## src/rtl/seg_prefetch_pkg.sv

```systemverilog
package seg_prefetch_pkg;

    typedef enum logic [1:0] {
        ST_IDLE,
        ST_WAIT,
        ST_FILL,
        ST_SWAP
    } pf_state_t;

endpackage

```

## src/rtl/seg_sched.sv

```systemverilog
module seg_sched #(
    parameter int IMG_H    = 128,
    parameter int SEG_ROWS = 32,
    parameter int KER      = 7,
    parameter int WPR      = 32,
    parameter int RW       = 8,
    parameter int CW       = 11,
    parameter int EAW      = 12
) (
    input  logic           clk,
    input  logic           rst_n,
    input  logic           restart,
    input  logic           advance,
    output logic [RW-1:0]  row0,
    output logic [RW-1:0]  nrows,
    output logic [CW-1:0]  words,
    output logic [EAW-1:0] base,
    output logic           last
);
    localparam int STEP = SEG_ROWS - KER + 1;

    logic [RW-1:0] remain;

    always_ff @(posedge clk) begin
        if (!rst_n || restart) begin
            row0 <= '0;
        end else if (advance && !last) begin
            row0 <= row0 + RW'(STEP);
        end
    end

    always_comb begin
        remain = RW'(IMG_H) - row0;
        last   = (remain <= RW'(SEG_ROWS));
        nrows  = last ? remain : RW'(SEG_ROWS);
        words  = CW'(32'(nrows) * WPR);
        base   = EAW'(32'(row0) * WPR);
    end


    segment_fits_chk: assert property (@(posedge clk) disable iff (!rst_n)
        (nrows != '0) && (nrows <= RW'(SEG_ROWS)));


    restart_step_chk: assert property (@(posedge clk) disable iff (!rst_n)
        (advance && !last && !restart) |=> (row0 == $past(row0) + RW'(STEP)));
endmodule

```

## src/rtl/seg_addr_gen.sv

```systemverilog
module seg_addr_gen #(
    parameter int CW  = 11,
    parameter int BAW = 10,
    parameter int EAW = 12
) (
    input  logic           clk,
    input  logic           rst_n,
    input  logic           run,
    input  logic           ext_ready,
    input  logic           ext_rvalid,
    input  logic [EAW-1:0] base,
    input  logic [CW-1:0]  words,
    output logic           ext_req,
    output logic [EAW-1:0] ext_addr,
    output logic           we,
    output logic [BAW-1:0] waddr,
    output logic           fill_end
);
    logic [CW-1:0]  req_cnt;
    logic [BAW-1:0] wr_cnt;

    always_ff @(posedge clk) begin
        if (!rst_n || !run) begin
            req_cnt <= '0;
        end else if (ext_req && ext_ready) begin
            req_cnt <= req_cnt + CW'(1);
        end
    end

    always_ff @(posedge clk) begin
        if (!rst_n || !run) begin
            wr_cnt <= '0;
        end else if (we) begin
            wr_cnt <= wr_cnt + BAW'(1);
        end
    end

    always_comb begin
        ext_req  = run && (req_cnt < words);
        ext_addr = base + EAW'(req_cnt);
        we       = run && ext_rvalid;
        waddr    = wr_cnt;
        fill_end = we && ((CW'(wr_cnt) + CW'(1)) == words);
    end


    req_hold_chk: assert property (@(posedge clk) disable iff (!rst_n)
        (ext_req && !ext_ready) |=> (ext_req && $stable(ext_addr)));
endmodule

```

## src/rtl/seg_bank_arb.sv

```systemverilog
module seg_bank_arb (
    input  logic       clk,
    input  logic       rst_n,
    input  logic       commit,
    input  logic       release_seg,
    output logic       fill_bank,
    output logic       fill_blocked,
    output logic [1:0] full
);
    logic rd_ptr;
    logic rel_ok;

    assign rel_ok       = release_seg && full[rd_ptr];
    assign fill_blocked = full[fill_bank];

    always_ff @(posedge clk) begin
        if (!rst_n) begin
            fill_bank <= 1'b0;
            rd_ptr    <= 1'b0;
        end else begin
            if (commit) fill_bank <= ~fill_bank;
            if (rel_ok) rd_ptr    <= ~rd_ptr;
        end
    end

    for (genvar b = 0; b < 2; b++) begin : g_bank
        always_ff @(posedge clk) begin
            if (!rst_n) begin
                full[b] <= 1'b0;
            end else if (commit && (fill_bank == 1'(b))) begin
                full[b] <= 1'b1;
            end else if (rel_ok && (rd_ptr == 1'(b))) begin
                full[b] <= 1'b0;
            end
        end
    end


    no_overwrite_chk: assert property (@(posedge clk) disable iff (!rst_n)
        commit |-> !full[fill_bank]);


    idle_release_chk: assert property (@(posedge clk) disable iff (!rst_n)
        (release_seg && (full == 2'b00) && !commit) |=> (full == 2'b00));
endmodule

```

## src/rtl/seg_prefetch.sv

```systemverilog
module seg_prefetch
    import seg_prefetch_pkg::*;
#(
    parameter int IMG_W    = 128,
    parameter int IMG_H    = 128,
    parameter int KER      = 7,
    parameter int SEG_ROWS = 32,
    parameter int PIX_W    = 8,
    parameter int PACK     = 4,
    localparam int WORD_W  = PIX_W * PACK,
    localparam int WPR     = IMG_W / PACK,
    localparam int SEG_WDS = SEG_ROWS * WPR,
    localparam int EAW     = $clog2(IMG_H * WPR),
    localparam int BAW     = $clog2(SEG_WDS),
    localparam int CW      = $clog2(SEG_WDS + 1),
    localparam int RW      = $clog2(IMG_H + 1)
) (
    input  logic              clk,
    input  logic              rst_n,
    input  logic              start,
    input  logic              release_seg,
    output logic              ext_req,
    output logic [EAW-1:0]    ext_addr,
    input  logic              ext_ready,
    input  logic              ext_rvalid,
    input  logic [WORD_W-1:0] ext_rdata,
    output logic              bank_we,
    output logic              bank_sel,
    output logic [BAW-1:0]    bank_waddr,
    output logic [WORD_W-1:0] bank_wdata,
    output logic              seg_ready,
    output logic              seg_bank,
    output logic [RW-1:0]     seg_row0,
    output logic [RW-1:0]     seg_nrows,
    output logic              frame_done
);
    pf_state_t state, state_nx;

    logic           run, commit, restart;
    logic           fill_end, fill_bank, fill_blocked, last;
    logic [1:0]     full;
    logic [CW-1:0]  words;
    logic [EAW-1:0] base;

    always_ff @(posedge clk) begin
        if (!rst_n) state <= ST_IDLE;
        else        state <= state_nx;
    end

    always_comb begin
        state_nx = state;
        unique case (state)
            ST_IDLE: if (start)         state_nx = ST_WAIT;
            ST_WAIT: if (!fill_blocked) state_nx = ST_FILL;
            ST_FILL: if (fill_end)      state_nx = ST_SWAP;
            ST_SWAP: state_nx = last ? ST_IDLE : ST_WAIT;
        endcase
    end

    always_comb begin
        run        = 1'b0;
        commit     = 1'b0;
        restart    = 1'b0;
        frame_done = 1'b0;
        unique case (state)
            ST_IDLE: restart = start;
            ST_WAIT: ;
            ST_FILL: run = 1'b1;
            ST_SWAP: begin
                commit     = 1'b1;
                frame_done = last;
            end
        endcase
        seg_ready  = commit;
        seg_bank   = fill_bank;
        bank_sel   = fill_bank;
        bank_wdata = ext_rdata;
    end

    seg_sched #(
        .IMG_H(IMG_H), .SEG_ROWS(SEG_ROWS), .KER(KER), .WPR(WPR),
        .RW(RW), .CW(CW), .EAW(EAW)
    ) u_sched (
        .clk(clk), .rst_n(rst_n), .restart(restart), .advance(commit),
        .row0(seg_row0), .nrows(seg_nrows), .words(words), .base(base),
        .last(last)
    );

    seg_addr_gen #(.CW(CW), .BAW(BAW), .EAW(EAW)) u_addr (
        .clk(clk), .rst_n(rst_n), .run(run), .ext_ready(ext_ready),
        .ext_rvalid(ext_rvalid), .base(base), .words(words),
        .ext_req(ext_req), .ext_addr(ext_addr), .we(bank_we),
        .waddr(bank_waddr), .fill_end(fill_end)
    );

    seg_bank_arb u_arb (
        .clk(clk), .rst_n(rst_n), .commit(commit), .release_seg(release_seg),
        .fill_bank(fill_bank), .fill_blocked(fill_blocked), .full(full)
    );


    held_bank_quiet_chk: assert property (@(posedge clk) disable iff (!rst_n)
        (ext_req || bank_we) |-> !full[bank_sel]);


    ready_pulse_chk: assert property (@(posedge clk) disable iff (!rst_n)
        seg_ready |=> !seg_ready);


    frame_end_chk: assert property (@(posedge clk) disable iff (!rst_n)
        frame_done |-> (seg_ready && ((seg_row0 + seg_nrows) == RW'(IMG_H))));


    idle_quiet_chk: assert property (@(posedge clk) disable iff (!rst_n)
        (state == ST_IDLE) |-> (!ext_req && !bank_we && !seg_ready));
endmodule

```

## config.mk

```make
export PLATFORM = sky130hd
export DESIGN_NAME = seg_prefetch
export DESIGN_NICKNAME = d
export VERILOG_FILES = /design/src/rtl/seg_prefetch_pkg.sv /design/src/rtl/seg_sched.sv /design/src/rtl/seg_addr_gen.sv /design/src/rtl/seg_bank_arb.sv /design/src/rtl/seg_prefetch.sv
export SDC_FILE = /design/constraint.sdc
export NUM_CORES = 1
export LEC_CHECK = 0
export ABC_CLOCK_PERIOD_IN_PS = 4670
export BUFFER_PORTS_ARGS = -buffer_cell sky130_fd_sc_hd__buf_2
export CAP_MARGIN = 40
export CELL_PAD_IN_SITES_DETAIL_PLACEMENT = 1
export CELL_PAD_IN_SITES_GLOBAL_PLACEMENT = 1
export CORE_MARGIN = 2
export CORE_UTILIZATION = 35
export CTS_CLUSTER_DIAMETER = 120
export DETAILED_ROUTE_END_ITERATION = 16
export PLACE_DENSITY_LB_ADDON = 0.1
export SYNTH_ARGS = -nofsm -noshare
export SYNTH_HDL_FRONTEND = slang
export SYNTH_SLANG_ARGS = --single-unit
```

## constraint.sdc

```tcl
create_clock -name clk -period 4.67 [get_ports clk]
set_input_delay 0.7005 -clock clk [delete_from_list [all_inputs] [get_ports clk]]
set_output_delay 0.7005 -clock clk [all_outputs]
set_load 0.05 [all_outputs]
```

==> qor.yml, run 1 <==
fin_tns_setup_ps: 0
p_clk_share_pct: 30.8
power_density_nw_per_um2: 268
power.share.switching_pct: 36.8
synthArstFlopShare_pct: 0
ys_ff_latch: 34
seq_area_frac_synth_pct: 23.9
rsz0062_at_grt: "no"
place.gp.congestion: 0.781
postCtsSetupBuffers: 0
final_antenna_net_count: 0
slowest_stage: "dfxtp_1"
initialDrtViolationCount: 56
internal_power_w: 0.000495
io_buffers: 45
max_freq_mhz: 231
end_kind: "output port"
relSlewSlack_pct: 49.7
min_to: "u_arb.rd_ptr"
layout_commonest_cell: "buf_2"
clockBufferDepth: 2
holdWs_ps: 491
clock_latency_ps: 290
vias: 2282
worst_slack_ps: 345
criticalPathCategory: "flop to output port"
r2r-start: "u_sched.row0[2]"
ys_types: 66
cts_tree: "yes"
root_buffer: "clkbuf_8"
syn-instance-count: 341
core.rowCount: 32
start_kind: "flop"
dp_hpwl_um: 5150
wl_per_cell_um: 15.3
setup_viol: 0
h-tree-depth: 2
initial_core_util_pct: 36.5
ir_drop_uv: 85.8
min-delay-start: "u_arb.rd_ptr"
ios: 114
skew_ps: 6.73
report.final.slew_viol_count: 0
finalCritPeriodShare_pct: 92.6
mostFrequentLayoutCells: "buf_2, nor2_1, dfxtp_1"
p_leak_nw: 1.26
synth_edf_count: 0
finalHoldViolations: 0
area_delta_synth_final_pct: 2.55
dieHeight_um: 94.2
dr.pass1.iters: 6
clock_sink_count: 34
ys_warn_count: 0
die_width_um: 94.2
p_switching_w: 0.000288
r2r_cells: 15
tightest_slew_ps: 752
maxCapViolCount: 0
crit_arrival_ps: 3620
routed_via_density: 5.09
min_path_type: "flop to flop"
routed_wl_um: 6830
core_um2: 7810
ys.flop_type: "dfxtp_1"
worstPathMaxFanout: 8
overflow: 0
power_frac_seq_pct: 40.3
synth_area_um2: 2850
postSynthAreaPerCell_um2: 8.35
grt.total_usage_pct: 16.4
worstPathCellList: "inv_1, ha_1, or3_2, or3_4, a311oi_4, inv_1, ha_1, a21o_1, a21oi_1, o211ai_1, nor2_2, buf_2"
diodes: 0
status: "complete, no violations"
antenna_found_initial: 0
grt_pass1_vias: 2301
ctsHoldBuffers: 0
grt_pass1_wl_um: 11500
crit_family: "simple AND/OR/NAND/NOR gates"
clk_pin_slew_ps: 80
required_ps: 3970
hold_depth: 2
drive_gt1_share_pct: 23.4
final_nets: 404
combPwrFrac_pct: 28.9
path_buf_inv: 3
remaining_drc_errors: 0
pre_cts_slack_ps: 409
crit_path_max_incr_delay_ps: 480
r2r-end: "u_addr.req_cnt[9]"
cts_resized: 0
grt_max_degree: 22
fin_crit_ps: 4330
reg2reg_slack_ps: 430
tritoncts.num_buffers: 5
die_area_um2: 8880
worst register-to-register path, stage by stage (launching register included):
cell	delay (ps)
dfxtp_1	480
inv_1	160
ha_1	290
or3_2	420
or3_4	350
a311oi_4	330
inv_1	80
ha_1	310
a21o_1	180
a21oi_1	190
o2111ai_1	120
buf_4	180
nor4b_1	610
nand4_1	190
xor2_1	170
nor2_1	50
final cells by class:
| type | count | area (µm²) |
|---|---|---|
| fillers | 950 | 4890 |
| clock inverters | 2 | 12.5 |
| multi-input cells | 234 | 1680 |
| clock buffers | 6 | 82.6 |
| flip-flops and latches | 34 | 681 |
| repair buffers | 50 | 263 |
| inverters | 20 | 75.1 |
| well taps | 102 | 128 |
synth_stat cells (all sizes together) (4+ instances only):
cell | instances | share of area [%]
a21oi | 15 | 3.2
and3 | 4 | 0.92
buf | 48 | 13
clkbuf | 7 | 1.3
dfxtp | 34 | 24
ha | 20 | 8.8
inv | 20 | 2.6
nand2 | 23 | 3.0
nand3 | 11 | 1.9
nand4 | 8 | 1.8
nor2 | 38 | 5.0
nor3 | 8 | 1.4
o21ai | 6 | 1.2
or3 | 7 | 1.9
xnor2 | 17 | 5.2
xor2 | 16 | 4.9
power by group through the flow:
stage	Combinational (W)	Clock (W)	Sequential [W]
after floorplan	0.000246	0	0.000328
after global placement	0.000227	0	0.000323
after detailed placement	0.000229	0	0.000323
after CTS	0.000231	0.000252	0.000316
after global routing	0.000253	0.000268	0.000319
final	0.000226	0.000241	0.000315
worst max path at each step:
stage	depth (start not counted)	slack [ps]	from	to
finish	12	340	u_sched.row0[2]	ext_req
global route	15	30	u_sched.row0[2]	u_addr.req_cnt[10]
CTS	12	310	u_sched.row0[2]	ext_req
detailed placement	15	410	u_sched.row0[2]	u_addr.req_cnt[9]
global placement	15	580	u_sched.row0[2]	u_addr.req_cnt[9]
floorplan	15	30	u_sched.row0[1]	u_addr.req_cnt[9]
registers in the layout (all words and copies together), names as in the netlist:
register,flops
u_addr.waddr,10
u_arb.full,2
state,2
u_arb.rd_ptr,1
u_addr.req_cnt,11
u_arb.fill_bank,1
u_sched.row0,7
kinds of logic (layout without fill, tap and decap cells):
family | count (synthesis) | count (layout) | share of synthesized area [%]
and+or+nand+nor | 125 | 125 | 23.5
buffers and inverters | 76 | 78 | 17.8
AOI/OAI and AO/OA | 47 | 47 | 13.6
DFF | 34 | 34 | 23.9
xor gates and xnor gates | 33 | 33 | 10.1
adders and majority gates | 21 | 21 | 9.49
muxes | 4 | 4 | 1.45
other | 1 | 4 | 0.132
routing by layer:
| metal | part of all wire [%] | track usage (%) | up-vias |
|---|---|---|---|
| met5 | 0 | 0 | - |
| met1 | 49 | 21.7 | 1097 |
| li1 | - | - | 1124 |
| met2 | 45 | 26.8 | 52 |
| met4 | 1.2 | 4.35 | 0 |
| met3 | 4.5 | 3.77 | 9 |
stage by stage:
step                      utilization, %  std cells  area [µm²]  total power, W
after detailed placement            36.2        440        2830        0.000552
after CTS                           37.4        448        2920        0.000799
after global placement              36.2        440        2830        0.000550
after floorplan                        -        344        2870        0.000574
final                               37.4        448        2920        0.000783
after global routing                37.4        448        2920        0.000840
No activity file was read; power rests on OpenSTA's default activity.
==> inputs of run 2 (changes only) <==
--- a/config.mk
+++ b/config.mk
@@ -10,9 +10,9 @@
 export CAP_MARGIN = 40
 export CELL_PAD_IN_SITES_DETAIL_PLACEMENT = 1
 export CELL_PAD_IN_SITES_GLOBAL_PLACEMENT = 1
-export CORE_MARGIN = 2
+export CORE_MARGIN = 3
 export CORE_UTILIZATION = 35
-export CTS_CLUSTER_DIAMETER = 120
+export CTS_CLUSTER_DIAMETER = 150
 export DETAILED_ROUTE_END_ITERATION = 16
 export PLACE_DENSITY_LB_ADDON = 0.1
 export SYNTH_ARGS = -nofsm -noshare
==> qor.yml, run 2 (same netlist as run 1, synthesis figures left out) <==
wl_per_cell_um: 15.2  # -0.47%
routed_wl_um: 6820  # -0.25%
required_ps: 3970  # about the same
internal_power_w: 0.000495  # about the same
drive_gt1_share_pct: 23.6  # +0.22 points
ios: 114  # unchanged
fin_crit_ps: 4330  # +5.06 ps
fin_area_um2: 2930  # +0.34%
clockBufferDepth: 2  # unchanged
h-tree-depth: 2  # unchanged
core.rowCount: 32  # unchanged
skew_ps: 6.75  # +0.0256 ps
clk_pin_slew_ps: 80  # about the same
rsz0062_at_grt: "no"
criticalPathCategory: "flop to output port"
postCtsSetupBuffers: 0  # unchanged
remaining_drc_errors: 0  # unchanged
grt_use_met2_pct: 24.2  # -2.7 points
routed_via_density: 5.00  # -1.9%
final_nets: 405  # +0.25%
largest_reg_flops: 11  # unchanged
p_clk_share_pct: 30.5  # -0.3 points
start_kind: "flop"
initialDrtViolationCount: 63  # +13%
ir_drop_uv: 140  # +64%
crit_path_max_incr_delay_ps: 480  # about the same
path_buf_inv: 3  # unchanged
cts_resized: 0  # unchanged
dr.pass1.iters: 4  # -2
die_width_um: 96.2  # +2.1%
grt_max_degree: 22  # unchanged
finalCritPeriodShare_pct: 92.7  # +0.11 points
top_usage_layer: "met2"
p_switching_w: 0.000285  # -1.2%
relSlewSlack_pct: 50.5  # +0.74 points
overflow: 0  # unchanged
finalHoldViolations: 0  # unchanged
dieHeight_um: 96.2  # +2.1%
end_kind: "output port"
area_delta_synth_final_pct: 2.90
io_buffers: 45  # unchanged
grt_pass1_wl_um: 11300  # -2.4%
cts_tree: "yes"
grt_pass1_vias: 2251  # -2.2%
power_frac_seq_pct: 40.5  # +0.2 points
postLayoutCoreUtil_pct: 37.5  # +0.13 points
crit_family: "simple AND/OR/NAND/NOR gates"
tritoncts.num_buffers: 5  # unchanged
met1_usage_pct: 21.4  # -0.29 points
worstPathMaxFanout: 8  # unchanged
dp_hpwl_um: 5160  # +0.32%
power.share.switching_pct: 36.5  # -0.30 points
placed_cell_area_um2: 2830  # +0.27%
maxCapViolCount: 0  # unchanged
setup_viol: 0  # unchanged
crit_arrival_ps: 3630  # about the same
top_register: "u_addr.req_cnt"
initial_core_util_pct: 36.5  # unchanged
final_antenna_net_count: 0  # unchanged
antenna_found_initial: 0  # unchanged
power_density_nw_per_um2: 266  # -0.74%
die_area_um2: 9260  # +4.3%
combPwrFrac_pct: 29.0  # about the same
report.final.slew_viol_count: 0  # unchanged
slowest_stage: "dfxtp_1"
min_path_type: "flop to flop"
core_um2: 7810  # unchanged
mostFrequentLayoutCells: "buf_2, nor2_1, dfxtp_1"
fin_tns_setup_ps: 0  # unchanged
grt_use_met3_pct: 3.36  # -0.41 points
place.gp.congestion: 0.792  # +1.3%
max_freq_mhz: 231  # -0.12%
p_leak_nw: 1.26  # +0.65%
diodes: 0  # unchanged
grt.total_usage_pct: 15.5  # -0.88 points
layout_commonest_cell: "buf_2"
vias: 2244  # -1.7%
clock_sink_count: 34  # unchanged
ctsHoldBuffers: 0  # unchanged
tightest_slew_ps: 741  # -11.1 ps
status: "complete, no violations"
worstPathCellList: "inv_1, ha_1, or3_2, or3_4, a311oi_4, inv_1, ha_1, a21o_1, a21oi_1, o211ai_1, nor2_2, buf_2"
root_buffer: "clkbuf_8"
clock_latency_ps: 300  # about the same
[run 2: cell count changes in the layout (fill, tap and decap cells not counted)]
cell	delta
clkbuf_1	+1
buf_4	+1
nor4b_1	-1
nor4b_2	+1
clkinvlp_4	-1
[run 2: stage by stage]
stage / cells / setup slack [ps] / total power, W / hold slack, ps
floorplan: 344 / 30.7 / 0.000574 / 454
global placement: 441 / 558 / 0.000549 / 479
detailed placement: 441 / 445 / 0.000551 / 487
CTS: 449 / 295 / 0.000799 / 501
global route: 449 / 55.3 / 0.000831 / 537
finish: 449 / 340 / 0.000780 / 497
[run 2: area by class of cell]
type,instances,area [µm²]
well taps,102,128
fillers,970,4880
inverters,20,75.1
clock inverters,1,5.00
flip-flops and latches,34,681
clock buffers,7,86.3
multi-input cells,234,1690
repair buffers,51,270
[run 2: metal layers]
metal	wire, µm	up-vias
li1	-	1117
met3	271	10
met5	0	-
met2	2980	42
met4	81	0
met1	3490	1075
[run 2: worst reg2reg max path: stages (launching register included)]
cell,delay (ps)
dfxtp_1,480
inv_1,160
ha_1,290
or3_2,430
or3_4,350
a311oi_4,320
inv_1,90
ha_1,310
a21o_1,180
a21oi_1,190
o2111ai_1,120
buf_4,190
nor4b_2,400
nand4_1,160
xor2_1,160
nor2_1,50
[run 2: final timing paths]
| check | start | endpoint | slack [ps] | cells after the start |
|---|---|---|---|---|
| max reg2reg | u_sched.row0[2] | u_addr.req_cnt[9] | 650 | 15 |
| min | u_arb.rd_ptr | u_arb.rd_ptr | 500 | 2 |
| min reg2reg | u_arb.rd_ptr | u_arb.rd_ptr | 500 | 2 |
| max | u_sched.row0[2] | ext_req | 340 | 12 |
[run 2: power groups by stage]
stage	combinational, W	clock [W]	sequential [W]
5_1_grt	0.000249	0.000263	0.000319
4_1_cts	0.000230	0.000253	0.000316
2_1_floorplan	0.000246	0	0.000328
3_3_place_gp	0.000226	0	0.000323
3_5_place_dp	0.000228	0	0.000323
6_report	0.000226	0.000238	0.000316
